[src/rtl/adc_sfmt_pkg.sv]
package adc_sfmt_pkg;
  typedef enum logic [1:0] {
    TM_OFF   = 2'd0,
    TM_FIXED = 2'd1,
    TM_PN9   = 2'd2,
    TM_PN23  = 2'd3
  } tmode_e;
endpackage

[src/rtl/sfmt_frame_timer.sv]
module sfmt_frame_timer #(
  parameter int W = 12
) (
  input  logic clk,
  input  logic rst_n,
  input  logic lane_mode,
  output logic two_q,
  output logic boundary,
  output logic fco,
  output logic dco
);
  localparam int CW = $clog2(W);
  localparam logic [CW-1:0] LAST1 = CW'(W - 1);
  localparam logic [CW-1:0] LAST2 = CW'(W / 2 - 1);
  localparam logic [CW-1:0] HALF1 = CW'(W / 2);
  localparam logic [CW-1:0] HALF2 = CW'(W / 4);

  logic [CW-1:0] cnt;

  assign boundary = (cnt == (two_q ? LAST2 : LAST1));
  assign fco      = (cnt < (two_q ? HALF2 : HALF1));
  assign dco      = cnt[0];

  always_ff @(posedge clk or negedge rst_n) begin
    if (!rst_n) begin
      cnt   <= '0;
      two_q <= 1'b1;
    end else if (boundary) begin
      cnt   <= '0;
      two_q <= lane_mode;
    end else begin
      cnt   <= cnt + 1'b1;
    end
  end

  // every frame opens with the marker high and the data clock low
  a_r3_frame_open: assert property (@(posedge clk) disable iff (!rst_n)
    boundary |=> (fco && !dco));
  // lane layout changes only across a frame boundary
  a_r5_mode_hold: assert property (@(posedge clk) disable iff (!rst_n)
    !boundary |=> $stable(two_q));
  // bit counter never runs past the longest frame
  a_r4_cnt_bound: assert property (@(posedge clk) disable iff (!rst_n)
    cnt <= LAST1);
endmodule

[src/rtl/sfmt_pn_gen.sv]
module sfmt_pn_gen #(
  parameter int LEN = 9,
  parameter int TAP = 5,
  parameter int W   = 12
) (
  input  logic         clk,
  input  logic         rst_n,
  input  logic         step,
  input  logic         seed_now,
  output logic [W-1:0] word
);
  logic [LEN-1:0] state;
  logic           fb;

  assign fb   = state[LEN-1] ^ state[TAP-1];
  assign word = W'(state);

  always_ff @(posedge clk or negedge rst_n) begin
    if (!rst_n)        state <= '1;
    else if (seed_now) state <= '1;
    else if (step)     state <= {state[LEN-2:0], fb};
  end

  // a reseed request leaves the register at all ones
  a_r9_seed_ones: assert property (@(posedge clk) disable iff (!rst_n)
    seed_now |=> (state == '1));
  // a maximal-length XOR LFSR seeded with ones never reaches zero
  a_r7_no_lockup: assert property (@(posedge clk) disable iff (!rst_n)
    state != '0);
endmodule

[src/rtl/sfmt_word_sel.sv]
module sfmt_word_sel
  import adc_sfmt_pkg::*;
#(
  parameter int W = 12
) (
  input  tmode_e       tm,
  input  logic         vld,
  input  logic [W-1:0] data,
  input  logic [W-1:0] pn9_w,
  input  logic [W-1:0] pn23_w,
  input  logic         twos,
  output logic [W-1:0] word
);
  localparam logic [W-1:0] MSB_ONLY = {1'b1, {(W-1){1'b0}}};

  logic [W-1:0] base;
  logic         formatted;

  always_comb begin
    unique case (tm)
      TM_OFF:   begin base = vld ? data : '0; formatted = 1'b1; end
      TM_FIXED: begin base = MSB_ONLY;        formatted = 1'b1; end
      TM_PN9:   begin base = pn9_w;           formatted = 1'b0; end
      default:  begin base = pn23_w;          formatted = 1'b0; end
    endcase
    word = (formatted && twos) ? (base ^ MSB_ONLY) : base;
  end
endmodule

[src/rtl/sfmt_lane_ser.sv]
module sfmt_lane_ser #(
  parameter int W = 12
) (
  input  logic         clk,
  input  logic         rst_n,
  input  logic         load,
  input  logic         two_q,
  input  logic [W-1:0] word,
  output logic         l0,
  output logic         l1
);
  logic [W-1:0] sh;

  always_ff @(posedge clk or negedge rst_n) begin
    if (!rst_n)     sh <= '0;
    else if (load)  sh <= word;
    else if (two_q) sh <= sh << 2;
    else            sh <= sh << 1;
  end

  assign l1 = two_q ? sh[W-1] : 1'b0;
  assign l0 = two_q ? sh[W-2] : sh[W-1];
endmodule

[src/rtl/adc_serial_formatter.sv]
module adc_serial_formatter
  import adc_sfmt_pkg::*;
#(
  parameter int NCH = 2,
  parameter int W   = 12
) (
  input  logic             clk,
  input  logic             rst_n,
  input  logic             in_valid,
  output logic             in_ready,
  input  logic [NCH*W-1:0] in_data,
  input  logic             lane_mode,
  input  logic [1:0]       test_mode,
  input  logic             fmt_twos,
  input  logic             pn9_reseed,
  input  logic             pn23_reseed,
  output logic [NCH-1:0]   lane0,
  output logic [NCH-1:0]   lane1,
  output logic             fco,
  output logic             dco
);
  tmode_e       tm;
  logic         two_q;
  logic         boundary;
  logic [W-1:0] pn9_w;
  logic [W-1:0] pn23_w;

  assign tm       = tmode_e'(test_mode);
  assign in_ready = boundary;

  sfmt_frame_timer #(.W(W)) u_timer (
    .clk(clk), .rst_n(rst_n), .lane_mode(lane_mode),
    .two_q(two_q), .boundary(boundary), .fco(fco), .dco(dco)
  );

  sfmt_pn_gen #(.LEN(9), .TAP(5), .W(W)) u_pn9 (
    .clk(clk), .rst_n(rst_n), .step(boundary),
    .seed_now(pn9_reseed), .word(pn9_w)
  );

  sfmt_pn_gen #(.LEN(23), .TAP(18), .W(W)) u_pn23 (
    .clk(clk), .rst_n(rst_n), .step(boundary),
    .seed_now(pn23_reseed), .word(pn23_w)
  );

  for (genvar c = 0; c < NCH; c++) begin : g_ch
    logic [W-1:0] word;

    sfmt_word_sel #(.W(W)) u_sel (
      .tm(tm), .vld(in_valid), .data(in_data[c*W +: W]),
      .pn9_w(pn9_w), .pn23_w(pn23_w), .twos(fmt_twos), .word(word)
    );

    sfmt_lane_ser #(.W(W)) u_ser (
      .clk(clk), .rst_n(rst_n), .load(boundary), .two_q(two_q),
      .word(word), .l0(lane0[c]), .l1(lane1[c])
    );
  end

  // fixed word leads with a one on the MSB lane, zero on the other (R1 layout)
  a_r6_fixed_two: assert property (@(posedge clk) disable iff (!rst_n)
    (in_ready && tm == TM_FIXED && !fmt_twos && lane_mode) |=>
      (lane1 == '1 && lane0 == '0));
  // one-lane fixed word leads with a one on lane 0, lane 1 silent
  a_r2_fixed_one: assert property (@(posedge clk) disable iff (!rst_n)
    (in_ready && tm == TM_FIXED && !fmt_twos && !lane_mode) |=>
      (lane0 == '1 && lane1 == '0));
endmodule

[config.mk]
export PLATFORM = sky130hd
export DESIGN_NAME = adc_serial_formatter
export DESIGN_NICKNAME = d
export VERILOG_FILES = /design/src/rtl/adc_sfmt_pkg.sv /design/src/rtl/sfmt_frame_timer.sv /design/src/rtl/sfmt_pn_gen.sv /design/src/rtl/sfmt_word_sel.sv /design/src/rtl/sfmt_lane_ser.sv /design/src/rtl/adc_serial_formatter.sv
export SDC_FILE = /design/constraint.sdc
export NUM_CORES = 1
export LEC_CHECK = 0
export CELL_PAD_IN_SITES_DETAIL_PLACEMENT = 1
export CELL_PAD_IN_SITES_GLOBAL_PLACEMENT = 1
export CORE_MARGIN = 2
export CORE_UTILIZATION = 39
export DETAILED_ROUTE_END_ITERATION = 10
export PLACE_DENSITY_LB_ADDON = 0.1
export SLEW_MARGIN = 20
export SYNTH_ARGS = -nofsm -noshare
export SYNTH_HDL_FRONTEND = slang
export SYNTH_SLANG_ARGS = --single-unit
[constraint.sdc]
create_clock -name clk -period 1.92 [get_ports clk]
set_clock_uncertainty 0.2 [all_clocks]
set_input_delay 0.288 -clock clk [delete_from_list [all_inputs] [get_ports clk]]
set_output_delay 0.288 -clock clk [all_outputs]
set_load 0.05 [all_outputs]
==> summary.md, run 1 <==
| Metric | Value |
|---|---|
| Leak pwr | `2.098 nW` |
| Power Total | `8.719 mW` |
| Slowest stage delay, CP | `0.59 ns` |
| DR DRC count | `0` |
| Reg2reg start | `u_timer.two_q` |
| FP Rows | `32` |
| Routed WL per cell | `22.81 microns` |
| PD cells | `1794 nW/um^2` |
| Quantity of I/O buffers inserted on ports | `39` |
| H-tree Lvls | `3` |
| Multi-input gate area | `1779 sq um` |
| Worst min-delay path endpoint | `u_timer.two_q` |
| Syn_area_per_cell | `9.778 sq um` |
| Clk_lat worst skew | `0.35 ns` |
| Die ar. | `8860 sq um` |
| Path depth of the worst reg2reg path | `8` |
| Hold_sp | `lane_mode` |
| CP endpoint kind | `output pin` |
| Reg2reg end | `g_ch[0].u_ser.sh[3]` |
| Async SR Flop Fraction | `1.000` |
| Pre-CTS WS | `-0.4252 ns` |
| Share of layout cells above drive strength 1 | `0.4030` |
| Crit-path cells | `buf_6, nor3b_4, o21ai_4, inv_2, buf_4, buf_12` |
| Num CTS Buffers | `9` |
| Critical Path RT | `1.43 ns` |
| Outcome | `complete, but fails checks` |
| Cells after synthesis | `324` |
| Minimum clock period after layout | `2.206 ns` |
| Crit path DAT | `1.72 ns` |
| Critical path origin | `u_timer.two_q` |
| Fin. Hold Viols | `0` |
| Core ar. | `7807 sq um` |
| Clk sinks | `61` |
| Syn nets | `359` |
| Vias in the first global route | `2,960` |
| Initial Util | `0.4058` |
| HP Class | `in -> reg` |
| RSZ-0062 raised after global routing | `true` |
| Final worst setup slack | `-0.2864 ns` |
| Fillers | `804` |
| Failing checks | `setup timing` |
| TritonCTS clock tree | `yes` |
| Area of the mapped netlist | `3168 sq um` |
| Final net count | `427` |
| Die width | `94.13 microns` |
| Slowest stage cell, crit path | `dfstp_2` |
| Synth warn | `0` |
| VDD IR max | `0.0005828 V` |
| Via/cell ratio | `5.707` |
| Largest net degree at the start of global routing | `62` |
| HPWL Detailed | `5.817 mm` |
| R2R setup slack | `-0.17 ns` |
| Register area share after synthesis | `0.4949` |
| Commonest non-fill, non-tap cell in the layout | `nand2_1` |
| Maxcap violations | `0` |
| Routed via count | `2,848` |
| Tightest Pin Transition | `0.6356 ns` |
| Gpl congestion | `0.7686` |
| Final core utilization | `0.6226` |
| First-pass GRT wire length | `15.40 mm` |
| Highest clock rate | `0.4532 GHz` |
| DRT Pass-1 Iters | `4` |
| 1st-iter DRT viols | `122` |
| Commonest non-fill, non-tap cells in the layout | `59 x nand2_1, 33 x dfstp_2, 32 x nand3b_1` |
| Worst hold margin | `0.2620 ns` |
| Area growth, synth to finish | `53.44%` |
| CP Class | `reg -> out` |
| Tcrit/Tclk final | `1.149` |
| CTS Buffer Depth | `2` |
| Setup violators final | `52` |
| Worst slew margin | `0.5743` |
| Distinct cells, synth | `32` |
| Post-route ant nets | `0` |
| Worst hold path cell count | `3` |
| Clk root buf | `clkbuf_8` |
| N_diodes | `0` |
| Die Span Y | `94.13 microns` |
| Worst Setup Start Kind | `flop` |
| Grt ovf | `0` |
| CP max FO | `4` |
| Gr usage total | `0.2302` |
| IO Pins | `40` |
| EDFF count, synth | `0` |
| Antenna violations before repair | `0` |
| #FFs+latches synth | `61` |
| Register area | `1568 sq um` |
| Clock-pin slew on the worst setup and hold paths | `0.07 ns` |
| Final Max Slew Viols | `0` |
| Main synth FF type | `dfstp_2` |
| DRT Wirelength | `11.38 mm` |
[worst max-delay path: cells and delay by family, from the launching register on]
| family | cells | cell delay [ns] |
|---|---|---|
| flip-flops | 1 | 0.59 |
| buffers and inverters | 4 | 0.44 |
| AND/OR/NAND/NOR | 1 | 0.23 |
| AO/OA/AOI/OAI | 1 | 0.10 |
[cells in the mapped netlist, types with 2 or more instances]
master | instances | area, sq um
a22oi_1 | 14 | 105.1
buf_4 | 4 | 30.03
nor2b_1 | 17 | 106.4
nand2b_1 | 2 | 12.51
clkbuf_1 | 12 | 45.04
inv_1 | 2 | 7.510
mux2_2 | 3 | 33.78
dfrtp_1 | 28 | 700.7
and2_1 | 5 | 31.28
dfstp_2 | 33 | 867.1
a221oi_1 | 4 | 35.03
xnor2_1 | 3 | 26.28
buf_2 | 13 | 65.06
nand3b_1 | 32 | 240.2
ha_1 | 2 | 25.02
mux2i_1 | 9 | 90.09
a2bb2oi_1 | 14 | 122.6
o21ai_0 | 3 | 15.01
nor2_1 | 7 | 26.28
a21oi_1 | 24 | 120.1
a211oi_1 | 16 | 120.1
nand2_1 | 66 | 247.7
a211o_1 | 2 | 17.52
[sequential cells by signal, summed over array words and instances (netlist names)]
register,cells
g_ch.u_ser.sh,24
u_pn23.state,23
u_pn9.state,9
u_timer.cnt,4
u_timer.two_q,1
[per-layer routing]
layer,GRT usage,share of wire,vias up
met5,0,0,-
met3,0.04414,0.041,17
met2,0.3732,0.50,76
met1,0.3146,0.44,1489
met4,0.06522,0.018,0
li1,-,-,1266
[how the worst max path moves through the flow]
| stage | to | cells past startpoint |
|---|---|---|
| after floorplan | fco | 4 |
| after global placement | g_ch[1].u_ser.sh[4] | 5 |
| after detailed placement | g_ch[1].u_ser.sh[3] | 5 |
| after CTS | fco | 4 |
| after global routing | in_ready | 6 |
| final | in_ready | 6 |
[cell families after synthesis]
logic type,after synthesis,share of synthesized area
buffers and inverters,33,0.04897
adders and majority gates,2,0.007898
and+or+nand+nor,132,0.2180
xor gates and xnor gates,4,0.01106
AOI/OAI and AO/OA,80,0.1801
muxes,12,0.03910
DFF,61,0.4949
[power by group]
group          internal (mW)  switching [mW]
registers               1.78           0.398
clock network          0.761           0.540
logic                   2.77            2.47
total                   5.31            3.41
[what timing repair did]
item                                    4_1_cts  5_1_grt
pin swaps                                     7       43
hold endpoints to repair                     28        0
hold buffers                                  1        0
gates resized for setup                      41       58
gates cloned                                  2       10
endpoints found under the setup margin       43       61
buffers inserted                              7        6
[per-stage QoR]
step	TNS [ns]	instance area, sq um	instances
after floorplan	-0.04758	3191	324
after CTS	-2.258	4365	485
final	-5.604	4861	499
after global routing	-8.807	4861	499
after detailed placement	-7.052	3817	459
after global placement	-6.942	3817	459
[layout make-up]
type,instances,share of cell area
clock buffers,11,0.02909
clock inverters,5,0.01544
inverters,3,0.002317
multi-input cells,230,0.3660
flip-flops and latches,61,0.3225
well taps,102,0.02625
repair buffers,87,0.2384
Power figures use the tool's default switching activity.
==> inputs of run 2 (changes only) <==
- PLACE_DENSITY: default -> 0.77
- PLACE_DENSITY_LB_ADDON: 0.1 -> default
- RECOVER_POWER: default -> 50
- SKIP_LAST_GASP: default -> 1
==> run 2 against run 1 <==
Net effect:
- the flow still finishes with violations (setup timing)
- count of clock-buffer cells in the layout grew 1
- sequential cell count is the same
- sequential power shrank 3%
- largest power group unchanged
- register-to-register slack lost 0.05 ns
==> summary.md, run 2 (same netlist as run 1, synthesis figures left out) <==
| Metric | Value |
|---|---|
| Grt ovf | `0 (unchanged)` |
| HP Class | `in -> reg` |
| HPWL Detailed | `6.040 mm (+3.8%)` |
| Post-route ant nets | `0 (unchanged)` |
| CP max FO | `3 (-1)` |
| Register area | `1568 sq um (unchanged)` |
| # placed instances | `467 (+1.7%)` |
| CP Class | `reg -> out` |
| Die ar. | `8860 sq um (unchanged)` |
| Maxcap violations | `0 (unchanged)` |
| Antenna violations before repair | `0 (unchanged)` |
| RSZ-0062 raised after global routing | `true` |
| Critical path origin | `u_timer.two_q` |
| Final Max Slew Viols | `0 (unchanged)` |
| Via/cell ratio | `5.598 (-1.9%)` |
| Worst slew margin | `0.4263 (-0.1480)` |
| Final net count | `431 (+0.94%)` |
| PD cells | `1707 nW/um^2 (-4.8%)` |
| Failing checks | `setup timing` |
| Routed via count | `2,816 (-1.1%)` |
| Largest net degree at the start of global routing | `62 (unchanged)` |
| Quantity of I/O buffers inserted on ports | `39 (unchanged)` |
| Vias in the first global route | `3,077 (+4.0%)` |
| Design area | `4652 sq um (-4.3%)` |
| VDD IR max | `0.0005326 V (-8.6%)` |
| 1st-iter DRT viols | `176 (+44%)` |
| Multi-input gate area | `1739 sq um (-2.3%)` |
| Critical Path RT | `1.43 ns (about the same)` |
| Gr usage total | `0.2454 (+0.01522)` |
| Pre-CTS WS | `-0.4243 ns (+0.0009160 ns)` |
| Crit path DAT | `1.76 ns (+0.04 ns)` |
| CP endpoint kind | `output pin` |
| Share of layout cells above drive strength 1 | `0.3791 (-0.02397)` |
| Clk_lat worst skew | `0.35 ns (about the same)` |
| TritonCTS clock tree | `yes` |
| FP Rows | `32 (unchanged)` |
| Max reg flops | `24 (unchanged)` |
| Leak pwr | `2.039 nW (-2.8%)` |
| Reg2reg start | `u_timer.two_q` |
| Final worst setup slack | `-0.3241 ns (-0.03768 ns)` |
| Core ar. | `7807 sq um (unchanged)` |
| N_diodes | `0 (unchanged)` |
| DRT Wirelength | `10.80 mm (-5.2%)` |
| Clk root buf | `clkbuf_8` |
| Num CTS Buffers | `9 (unchanged)` |
| Most flops, register | `g_ch.u_ser.sh` |
| Setup violators final | `61 (+17%)` |
| Cell Count, Final, Fillers Out | `503 (+0.80%)` |
| Highest clock rate | `0.4456 GHz (-1.7%)` |
| DRT Pass-1 Iters | `4 (unchanged)` |
| Commonest non-fill, non-tap cells in the layout | `62 x nand2_1, 33 x dfstp_2, 32 x nand3b_1, 32 x buf_4, 31 x clkdlybuf4s50_1` |
| Routed WL per cell | `21.46 microns (-5.9%)` |
| Die width | `94.13 microns (unchanged)` |
| H-tree Lvls | `3 (unchanged)` |
| Die Span Y | `94.13 microns (unchanged)` |
| First-pass GRT wire length | `16.21 mm (+5.2%)` |
| Tcrit/Tclk final | `1.169 (+0.01962)` |
| CTS Buffer Depth | `2 (unchanged)` |
| Hold_sp | `lane_mode` |
| Tightest Pin Transition | `0.8605 ns (+0.2249 ns)` |
| Largest registers | `g_ch.u_ser.sh x24, u_pn23.state x23, u_pn9.state x9` |
| Area post-placement | `3890 sq um (+1.9%)` |
| Area growth, synth to finish | `46.84%` |
| Fillers | `821 (+2.1%)` |
| Clock-pin slew on the worst setup and hold paths | `0.08 ns (about the same)` |
| Commonest non-fill, non-tap cell in the layout | `nand2_1` |
| Power Total | `7.942 mW (-8.9%)` |
| Minimum clock period after layout | `2.244 ns (+0.03768 ns)` |
| Clk sinks | `61 (unchanged)` |
| DR DRC count | `0 (unchanged)` |
| Fin. Hold Viols | `0 (unchanged)` |
| Initial Util | `0.4058 (unchanged)` |
| Gpl congestion | `0.7335 (-4.6%)` |
| Outcome | `complete, but fails checks` |
| Worst Setup Start Kind | `flop` |
| IO Pins | `40 (unchanged)` |
run 2: cell types whose count changed in the layout (fill, tap and decap cells not counted), sizes merged:
| cell | previous run | this run |
|---|---|---|
| buf | 47 | 54 |
| clkbuf | 19 | 16 |
| bufinv | 2 | 0 |
| bufbuf | 0 | 1 |
| clkinvlp | 0 | 1 |
run 2: through the flow:
step                hold WS (ns)    util   TNS, ns
finish                    0.2852  0.5958    -8.008
global route              0.2963  0.5958    -11.67
CTS                       0.2736  0.5665    -3.469
detailed placement        0.1222  0.4982    -7.876
global placement          0.1267  0.4982    -6.053
floorplan                -0.2076       -  -0.04758
run 2: cell type report:
class,count,area share
multi-input combinational,230,0.3739
clock inverter,4,0.004841
tap,102,0.02743
inverter,3,0.002421
sequential,61,0.3370
timing repair buffer,91,0.2211
clock buffer,12,0.03335
run 2: critical path: stages (launching register included):
cell and delay [ns]:
dfstp_2 0.56, buf_4 0.12, and3b_2 0.22, o21ai_4 0.15, inv_2 0.08, buf_12 0.13
buf_12 0.14
run 2: final timing paths:
path                                  endpoint  slack (ns)  cells past startpoint
min in group asynchronous  g_ch[1].u_ser.sh[3]        0.50                      3
hold reg to reg               u_pn23.state[14]        0.30                      2
setup / recovery                      in_ready       -0.32                      6
hold / removal                   u_timer.two_q        0.29                      3
setup reg to reg              u_pn23.state[11]       -0.22                     10
max in group asynchronous  g_ch[1].u_ser.sh[5]        0.46                      3
run 2: timing repair:
item / 4_1_cts / 5_1_grt
setup buffers: 16 / 2
gates cloned: 1 / 3
endpoints found under the hold margin: 28 / 0
hold buffers: 1 / 0
resized for setup: 45 / 33
pin swaps: 14 / 11
setup endpoints to repair: 42 / 62
run 2: metal layers:
metal / global-route usage / wire [microns] / up-vias
met3: 0.04093 / 387 / 22
met1: 0.2938 / 4475 / 1443
met5: 0 / 0 / -
li1: - / - / 1276
met2: 0.4280 / 5664 / 75
met4: 0.1147 / 267 / 0
run 2: power by group:
group / internal (mW) / total [mW] / switching [mW]
Clock: 0.533 / 1.08 / 0.543
Sequential: 1.78 / 2.12 / 0.341
Combinational: 2.40 / 4.75 / 2.35
==> inputs of run 3 (changes only) <==
- ABC_AREA: default -> 1
- CORE_UTILIZATION: 39 -> 36
- PLACE_DENSITY: 0.77 -> 0.76
- SETUP_SLACK_MARGIN: default -> 0.2
==> run 3 against run 2 <==
Net effect:
- the flow still finishes with violations (setup timing)
- non-clock buffer count down 2
- clock power grew 16%
- global-route usage is 2.8 points lower
- core utilization fell by 3.4 points
- sequential power about the same
- combinational power rose by 24%
- critical path type unchanged
- highest routed layer unchanged
- die area grew 8.5%
==> summary.md, run 3 <==
| Metric | Value |
|---|---|
| Crit path DAT | `1.68 ns (-0.08 ns)` |
| Post-route ant nets | `0 (unchanged)` |
| Setup violators final | `63 (+3.3%)` |
| Synth top area share | `0.2722 (-0.001505)` |
| Cells after synthesis | `433 (+34%)` |
| Clk_lat worst skew | `0.35 ns (about the same)` |
| Synth warn | `0 (unchanged)` |
| Most flops, register | `g_ch.u_ser.sh` |
| DRT Wirelength | `11.15 mm (+3.3%)` |
| Grt ovf | `0 (unchanged)` |
| Synth cell count leaders | `212 x nand2_1, 33 x dfstp_2, 29 x inv_1` |
| Largest registers | `g_ch.u_ser.sh x24, u_pn23.state x23, u_pn9.state x9` |
| Final Max Slew Viols | `0 (unchanged)` |
| Syn_area_per_cell | `7.357 sq um (-25%)` |
| Reg2reg end | `g_ch[1].u_ser.sh[2]` |
| R2R setup slack | `-0.16 ns (+0.06 ns)` |
| Clk root buf | `clkbuf_8` |
| Largest net degree at the start of global routing | `62 (unchanged)` |
| Minimum clock period after layout | `2.167 ns (-0.07722 ns)` |
| Num CTS Buffers | `9 (unchanged)` |
| RSZ-0062 raised after global routing | `true` |
| Slowest stage cell, crit path | `dfstp_2` |
| Main synth FF type | `dfstp_2` |
| EDFF count, synth | `0 (unchanged)` |
| Final net count | `544 (+26%)` |
| Fin. Hold Viols | `0 (unchanged)` |
| Worst path bufs/invs | `2 (-2)` |
| Worst hold margin | `0.2701 ns (-0.01509 ns)` |
| Worst slew margin | `0.4234 (-0.002902)` |
| Distinct cells, synth | `25 (-22%)` |
| Critical Path RT | `1.43 ns (about the same)` |
| Slowest stage delay, CP | `0.56 ns (about the same)` |
| #FFs+latches synth | `61 (unchanged)` |
| # placed instances | `579 (+24%)` |
| Gr usage total | `0.2175 (-0.02794)` |
| Highest clock rate | `0.4615 GHz (+3.6%)` |
| Die width | `98.07 microns (+4.2%)` |
| CP top delay family | `flip-flops` |
| Reg2reg start | `u_timer.two_q` |
| Syn nets | `468 (+30%)` |
| Crit-path cells | `ha_4, buf_6, a311oi_4, buf_12` |
| Register area share after synthesis | `0.4921 (-0.002721)` |
| IO Pins | `40 (unchanged)` |
| Initial Util | `0.3689 (-0.03689)` |
| Area growth, synth to finish | `52.40%` |
| Final core utilization | `0.5622 (-0.03368)` |
| Hold_sp | `u_pn23.state[19]` |
| Leak pwr | `2.343 nW (+15%)` |
| Tightest Pin Transition | `0.8649 ns (+0.004353 ns)` |
| Area leader, netlist | `dfstp_2` |
| Worst hold path cell count | `2 (-1)` |
| FP Rows | `34 (+6.3%)` |
| Routed WL per cell | `17.92 microns (-16%)` |
| Quantity of I/O buffers inserted on ports | `39 (unchanged)` |
| Share of layout cells above drive strength 1 | `0.3346 (-0.04442)` |
| DRT Pass-1 Iters | `4 (unchanged)` |
| CP max FO | `2 (-1)` |
| H-tree Lvls | `3 (unchanged)` |
| Worst min-delay path endpoint | `u_pn23.state[19]` |
| VDD IR max | `0.0006178 V (+16%)` |
| TritonCTS clock tree | `yes` |
| N_diodes | `0 (unchanged)` |
| Cell Count, Final, Fillers Out | `622 (+24%)` |
| Die ar. | `9617 sq um (+8.5%)` |
| Path depth of the worst reg2reg path | `9 (-1)` |
| Core ar. | `8636 sq um (+11%)` |
| Die Span Y | `98.07 microns (+4.2%)` |
| Max reg flops | `24 (unchanged)` |
| Antenna violations before repair | `0 (unchanged)` |
| First-pass GRT wire length | `16.66 mm (+2.8%)` |
| Commonest non-fill, non-tap cell in the layout | `nand2_1` |
| PD cells | `1905 nW/um^2 (+12%)` |
| Vias in the first global route | `3,484 (+13%)` |
| WP depth | `4 (-2)` |
| Clock-pin slew on the worst setup and hold paths | `0.07 ns (about the same)` |
| Power Total | `9.248 mW (+16%)` |
| Routed via count | `3,167 (+12%)` |
| Pre-CTS WS | `-0.07014 ns (+0.3542 ns)` |
| HPWL Detailed | `6.064 mm (+0.40%)` |
| Total Neg Setup Slack | `-6.086 ns (+1.922 ns)` |
| Top-count cell post-synth | `nand2_1` |
| HP Class | `reg -> reg` |
| Clk sinks | `61 (unchanged)` |
| Tcrit/Tclk final | `1.129 (-0.04022)` |
| CP endpoint kind | `output pin` |
| Area post-placement | `3872 sq um (-0.45%)` |
| Via/cell ratio | `5.092 (-9.1%)` |
| Design area | `4855 sq um (+4.4%)` |
| Synth top area cells | `dfstp_2 27%, nand2_1 25%, dfrtp_1 22%` |
| Area of the mapped netlist | `3186 sq um (+0.55%)` |
| Async SR Flop Fraction | `1.000 (unchanged)` |
| Final worst setup slack | `-0.2468 ns (+0.07722 ns)` |
| Commonest non-fill, non-tap cells in the layout | `181 x nand2_1, 33 x dfstp_2, 31 x clkdlybuf4s50_1` |
| Gpl congestion | `0.7651 (+4.3%)` |
| Maxcap violations | `0 (unchanged)` |
| Worst Setup Start Kind | `flop` |
| CTS Buffer Depth | `2 (unchanged)` |
| Outcome | `complete, but fails checks` |
| CP Class | `reg -> out` |
| 1st-iter DRT viols | `88 (-50%)` |
| Failing checks | `setup timing` |
| DR DRC count | `0 (unchanged)` |
## run 3: cell count changes after synthesis, moves of 16 or more
| cell | change |
|---|---|
| nor2b_1 | -17 |
| a211oi_1 | -16 |
| nand3b_1 | -32 |
| nand3_1 | +20 |
| nand2_1 | +146 |
| inv_1 | +27 |
| o21ai_0 | +24 |
## run 3: worst max-delay path by stage
stage	startpoint	end	slack, ns
final	u_timer.two_q	fco	-0.25
after global routing	u_timer.two_q	fco	-0.27
after CTS	u_timer.two_q	fco	-0.28
after detailed placement	test_mode[0]	g_ch[1].u_ser.sh[2]	-0.07
after global placement	test_mode[0]	g_ch[1].u_ser.sh[2]	-0.06
after floorplan	u_timer.two_q	fco	0.02
## run 3: final cells by class
type	instances	area (sq um)
clock buffers	11	131.4
clock inverters	5	75.07
fillers	1032	3781
inverters	32	127.6
multi-input cells	316	1694
flip-flops and latches	61	1569
well taps	108	135.1
repair buffers	89	1122
## run 3: worst min-delay path, stage by stage, from the launching register on
cell and delay (ns):
dfstp_2 0.37, nand2_1 0.06, nand2_1 0.05
## run 3: routing by layer
layer,vias up,share of wire,GRT usage
li1,1489,-,-
met2,70,0.53,0.3915
met3,23,0.031,0.04366
met1,1585,0.41,0.2577
met4,0,0.026,0.07479
met5,-,0,0
## run 3: logic make-up after synthesis
kind of cell	Yosys count	synth area share
AO/OA/AOI/OAI	52	0.08288
AND/OR/NAND/NOR	258	0.3244
XOR/XNOR	4	0.01100
adder cells (fa/ha/maj)	2	0.007854
flip-flops	61	0.4921
buffers and inverters	56	0.08169
## run 3: repair_timing
| action | 4_1_cts | 5_1_grt |
|---|---|---|
| endpoints found under the setup margin | 65 | 66 |
| endpoints found under the hold margin | 28 | 0 |
| pin swaps | 4 | 21 |
| hold buffers | 1 | 0 |
| buffers inserted | 12 | 6 |
| gates resized for setup | 42 | 78 |
| gates cloned | 5 | 3 |
## run 3: power by group
part	switching, mW	internal (mW)	leakage [nW]	total (mW)
combinational	3.03	2.87	1.52	5.90
clock	0.530	0.725	0.107	1.25
sequential	0.304	1.79	0.716	2.09
